$ cat src/rtl/ols_pkg.sv
package ols_pkg;
  typedef struct packed {
    logic overtemp;
    logic setback;
    logic ilim;
    logic seqout_open;
  } bias_faults_t;

  function automatic logic faults_kill(input bias_faults_t f);
    return f.overtemp | f.seqout_open;
  endfunction

  function automatic logic faults_report(input bias_faults_t f);
    return f.overtemp | f.setback | f.ilim | f.seqout_open;
  endfunction
endpackage

$ cat src/rtl/ols_chan_filter.sv
module ols_chan_filter #(
  parameter int FILT_LEN = 4
) (
  input  logic clk,
  input  logic clr,
  input  logic drive_on,
  input  logic open_flag,
  output logic accepted
);
  localparam int CW = $clog2(FILT_LEN + 1);
  localparam logic [CW-1:0] LIMIT = CW'(FILT_LEN);

  logic [CW-1:0] cnt_q;

  always_ff @(posedge clk) begin
    if (clr) begin
      cnt_q <= '0;
    end else if (drive_on) begin
      if (!open_flag)
        cnt_q <= '0;
      else if (cnt_q != LIMIT)
        cnt_q <= cnt_q + CW'(1);
    end
  end

  assign accepted = (cnt_q == LIMIT);
endmodule

$ cat src/rtl/ols_unused_mask.sv
module ols_unused_mask #(
  parameter int NCH = 8
) (
  input  logic           clk,
  input  logic           rst,
  input  logic           uvlo,
  input  logic           supply_ok,
  input  logic [NCH-1:0] chan_gnd,
  output logic           armed_q,
  output logic [NCH-1:0] mask_q
);
  always_ff @(posedge clk) begin
    if (rst || uvlo) begin
      armed_q <= 1'b0;
      mask_q  <= '0;
    end else if (!armed_q && supply_ok) begin
      armed_q <= 1'b1;
      mask_q  <= chan_gnd;
    end
  end
endmodule

$ cat src/rtl/ols_latch.sv
module ols_latch (
  input  logic clk,
  input  logic rst,
  input  logic uvlo,
  input  logic diag_force_low,
  input  logic enable_n,
  input  logic latchoff_n,
  input  logic any_open,
  output logic release_now,
  output logic latch_nxt,
  output logic latched_q
);
  logic en_prev_q;

  assign release_now = diag_force_low | (enable_n ^ en_prev_q);

  always_comb begin
    if (rst || uvlo || release_now)
      latch_nxt = 1'b0;
    else
      latch_nxt = latched_q | (~latchoff_n & any_open);
  end

  always_ff @(posedge clk) begin
    en_prev_q <= enable_n;
    latched_q <= latch_nxt;
  end
endmodule

$ cat src/rtl/led_openstring_guard.sv
module led_openstring_guard #(
  parameter int NCH      = 8,
  parameter int FILT_LEN = 4
) (
  input  logic           clk,
  input  logic           rst,
  input  logic           supply_ok,
  input  logic           uvlo,
  input  logic [NCH-1:0] chan_gnd,
  input  logic [NCH-1:0] open_flag,
  input  logic           drive_on,
  input  logic           latchoff_n,
  input  logic           diag_force_low,
  input  logic           enable_n,
  input  logic           overtemp,
  input  logic           setback,
  input  logic           ilim,
  input  logic           seqout_open,
  output logic           kill_all,
  output logic           diag
);
  import ols_pkg::*;

  logic           armed_q;
  logic [NCH-1:0] mask_q;
  logic [NCH-1:0] acc;
  logic [NCH-1:0] acc_live;
  logic           release_now;
  logic           latch_nxt;
  logic           latched_q;
  logic           detect_en;
  logic           any_open;
  bias_faults_t   faults;

  assign faults    = '{overtemp: overtemp, setback: setback,
                       ilim: ilim, seqout_open: seqout_open};
  assign detect_en = supply_ok & armed_q;

  ols_unused_mask #(.NCH(NCH)) u_mask (
    .clk       (clk),
    .rst       (rst),
    .uvlo      (uvlo),
    .supply_ok (supply_ok),
    .chan_gnd  (chan_gnd),
    .armed_q   (armed_q),
    .mask_q    (mask_q)
  );

  for (genvar ch = 0; ch < NCH; ch++) begin : g_chan
    logic clr_ch;
    assign clr_ch = rst | uvlo | release_now | ~detect_en | mask_q[ch];

    ols_chan_filter #(.FILT_LEN(FILT_LEN)) u_filt (
      .clk       (clk),
      .clr       (clr_ch),
      .drive_on  (drive_on),
      .open_flag (open_flag[ch]),
      .accepted  (acc[ch])
    );
  end

  assign acc_live = acc & {NCH{supply_ok & ~uvlo & ~release_now}};
  assign any_open = |acc_live;

  ols_latch u_latch (
    .clk            (clk),
    .rst            (rst),
    .uvlo           (uvlo),
    .diag_force_low (diag_force_low),
    .enable_n       (enable_n),
    .latchoff_n     (latchoff_n),
    .any_open       (any_open),
    .release_now    (release_now),
    .latch_nxt      (latch_nxt),
    .latched_q      (latched_q)
  );

  always_ff @(posedge clk) begin
    if (rst) begin
      kill_all <= 1'b0;
      diag     <= 1'b0;
    end else begin
      kill_all <= latch_nxt | faults_kill(faults);
      diag     <= latch_nxt | (any_open & drive_on) | faults_report(faults);
    end
  end
endmodule

$ cat config.mk
export PLATFORM = sky130hd
export DESIGN_NAME = led_openstring_guard
export DESIGN_NICKNAME = d
export VERILOG_FILES = /design/src/rtl/ols_pkg.sv /design/src/rtl/ols_chan_filter.sv /design/src/rtl/ols_unused_mask.sv /design/src/rtl/ols_latch.sv /design/src/rtl/led_openstring_guard.sv
export SDC_FILE = /design/constraint.sdc
export NUM_CORES = 1
export LEC_CHECK = 0
export BUFFER_PORTS_ARGS = -buffer_cell sky130_fd_sc_hd__buf_2
export CAP_MARGIN = 20
export CORE_UTILIZATION = 35
export DETAILED_ROUTE_END_ITERATION = 8
export SLEW_MARGIN = 20
export SYNTH_ARGS = -nofsm -noshare
export SYNTH_HDL_FRONTEND = slang
export SYNTH_SLANG_ARGS = --single-unit
$ cat constraint.sdc
create_clock -name clk -period 3.85 [get_ports clk]
set_input_delay 0.1925 -clock clk [delete_from_list [all_inputs] [get_ports clk]]
set_output_delay 0.1925 -clock clk [all_outputs]
set_load 0.01 [all_outputs]
==> summary.txt <==
STA
  • Actual slew at the worst max-slew pin: 969 ps
  • Pins Over Slew Limit: 0
  • Fmax: 0.655 GHz
  • Fin worst setup slack: 2320 ps
  • Min Tclk post-route: 1530 ps
  • Fin Setup TNS: 0 ps
  • Unrepaired setup endpoints after global routing: no
  • Final setup violation count: 0
  • Clock skew: 3.92 ps
  • Rel. slew slack: 35.3%
  • Final worst-path cycle share: 39.7%
  • Fin. Hold Viols: 0

GRT
  • First-pass GRT wire length: ~6000 um
  • Largest net degree at the start of global routing: 42
  • Aggregate global routing overflow: 0
  • Antenna violations before repair: 0
  • Vias in the first global route: 1,418
  • GR Util All Layers: roughly 14%

Floorplan
  • Core ar.: between 4000 and 5000 um^2
  • Top Ports: 30
  • Horiz. Die Dim: 74.4 um
  • # rows: 25
  • Starting Density: a little under two fifths
  • Die Y: 74.4 um
  • DIE AREA: 5530 um^2

Drt
  • Drt initial violations: 54
  • Residual DRC count: 0
  • DRT Pass-1 Iters: 4
  • Final ANT Viol Nets: 0
  • WL/cell: 11.0 um
  • Vias per cell: 4.79
  • Final WL: 3500 um
  • Routed via count: 1,524

Clock network
  • Max Root-Sink Buffers: 2
  • CTS tree: yes
  • Clock H-tree levels: 2
  • # Post-CTS Setup Buffers: 0
  • Clock Tree Root: clkbuf_8
  • Clock slew seen by the registers of the worst setup and hold paths: 70 ps
  • Clk_lat worst skew: 290 ps
  • Cts bufs inserted: 5
  • CTS hold repair buffers: 0
  • Clock sink count: 37
  • Post_cts resized: 0

Critical path
  • Critical path peak fanout: 8
  • Critical path data required time: approximately 4000 ps
  • Setup crit end kind: register
  • Worst setup path startpoint: u_mask.armed_q
  • CP Class: register to register
  • Reg2reg start: u_mask.armed_q
  • Worst EP arrival: 1690 ps
  • Critical path startpoint category: register

Synthesis
  • Post-synth cell types: 28
  • Number of synthesized register bits: 37
  • Mux contribution to synthesized area: 4.37%
  • Synth Cell Area: about 1800 um^2
  • Syn avg cell area: 8.29 um^2
  • Synth warn: 0
  • Area leader, netlist: dfxtp_1
  • Post-synthesis adder-cell area fraction: 10.9%
  • Largest family of logic cells by synthesized area: simple AND/OR/NAND/NOR gates
  • Synth Area in Compound Gates: 10.8%
  • Syn Nets: 265
  • Synth Area in XOR/XNOR: 2.39%
  • Largest cells by area after synthesis: dfxtp_1 40%, ha_1 11%, nand2_1 7.6%, a21oi_1 6.8%, inv_1 4.5%
  • Synth Area in Simple Gates: between 20 and 30%
  • Mapped Cells: 221
  • Synth top area share: 40.4%
  • Register area share after synthesis: 40.4%

Cells and area
  • Final std cells w/o fill: 318
  • Share of cells above drive strength 1: 14.3%
  • Area of the multi-input gates: 987 um^2
  • Nets: 295
  • Antenna cell count: 0
  • Area grow syn2layout: 16.0%
  • Reg area: 741 um^2
  • Design Area, Final: between 2000 and 2500 um^2
  • Most frequent cells in the layout: 37 x nand2_1, 37 x dfxtp_1, 29 x buf_2
  • Fill cells: roughly 510

Placement
  • IO Port Bufs: 29
  • Placed cell area: 2040 um^2
  • Placed insts: 311
  • RD Place Congestion: just under 0.8
  • Final HPWL DP: ~2700 um
  • DP Worst Slack: 2060 ps

Status
  • Status: finished, final reports clean

Power and ir drop
  • Pwr dens: 336 nW/um^2
  • Leakage Power: ~0.86 nW
  • Peak supply drop: 0.000211 V
  • Total chip power: between 0.7 and 0.8 mW

Min path
  • HP Class: input port to register
  • Hold wc startpoint: enable_n

Flow run
  • Max_cap viols: 0
==> metal layers <==
metal,up-vias,track usage (%),wire (um)
li1,810,-,-
met1,681,19.1,1740
met2,28,21.9,1520
met3,5,4.61,175
met4,0,5.66,64
met5,-,0,0
==> power by group <==
part	switching [mW]	leakage [nW]	internal [mW]
Sequential	0.00197	0.300	0.388
Combinational	0.0312	0.512	0.0241
Clock	0.127	0.0443	0.142
Total	0.160	0.856	0.554
==> area by class of cell <==
type | count | share of cell area, %
multi-input combinational | 156 | 46.4
sequential | 37 | 34.8
timing repair buffer | 29 | 6.83
clock buffer | 7 | 4.06
tap | 67 | 3.94
inverter | 22 | 3.88
==> cell usage after synthesis <==
master	number
xor2_1	1
nand3_1	8
o211ai_1	2
nand2b_1	4
nand4_1	10
o21a_1	1
nor2_1	16
mux2i_1	8
nor4_4	1
nor2b_1	1
clkbuf_1	5
ha_1	16
nand3b_1	4
a21oi_1	25
a31oi_1	1
buf_1	1
o21bai_1	1
or3_1	1
nor3_1	4
and4b_1	4
xnor2_1	4
inv_1	22
or2_1	1
a211oi_1	4
nand2_1	37
nor4b_1	1
o22ai_1	1
dfxtp_1	37
==> through the flow <==
stage               utilization [%]  hold slack, ps
finish                         43.6            28.8
global route                   43.6            16.1
CTS                            43.6            18.3
detailed placement             41.8             324
global placement               41.8             321
floorplan                         -             220
==> kinds of logic (layout without fill, tap and decap cells) <==
| logic type | after synthesis | count (layout) |
|---|---|---|
| AO/OA/AOI/OAI | 35 | 35 |
| XOR/XNOR | 5 | 5 |
| adder cells (fa/ha/maj) | 16 | 16 |
| buffers and inverters | 28 | 58 |
| flip-flops | 37 | 37 |
| multiplexers | 8 | 8 |
| AND/OR/NAND/NOR | 92 | 92 |
==> critical path: stages, from the launching register on <==
cell,delay (ps)
dfxtp_1,320
nor2b_1,750
mux2i_1,280
nor2_1,50
==> state kept, by name, summed over array words and instances, names as in the netlist <==
name / flops
g_chan.u_filt.cnt_q: 24
u_mask.mask_q: 8
u_mask.armed_q: 1
u_latch.en_prev_q: 1
diag: 1
kill_all: 1
u_latch.latched_q: 1
==> worst paths after layout <==
path,endpoint,cells after the start,slack [ps]
worst max-delay path,u_mask.mask_q[0],3,2320
worst min-delay path,u_latch.en_prev_q,1,30
worst max register to register,u_mask.mask_q[0],3,2320
worst min register to register,u_latch.latched_q,2,460
Power figures use the tool's default switching activity.
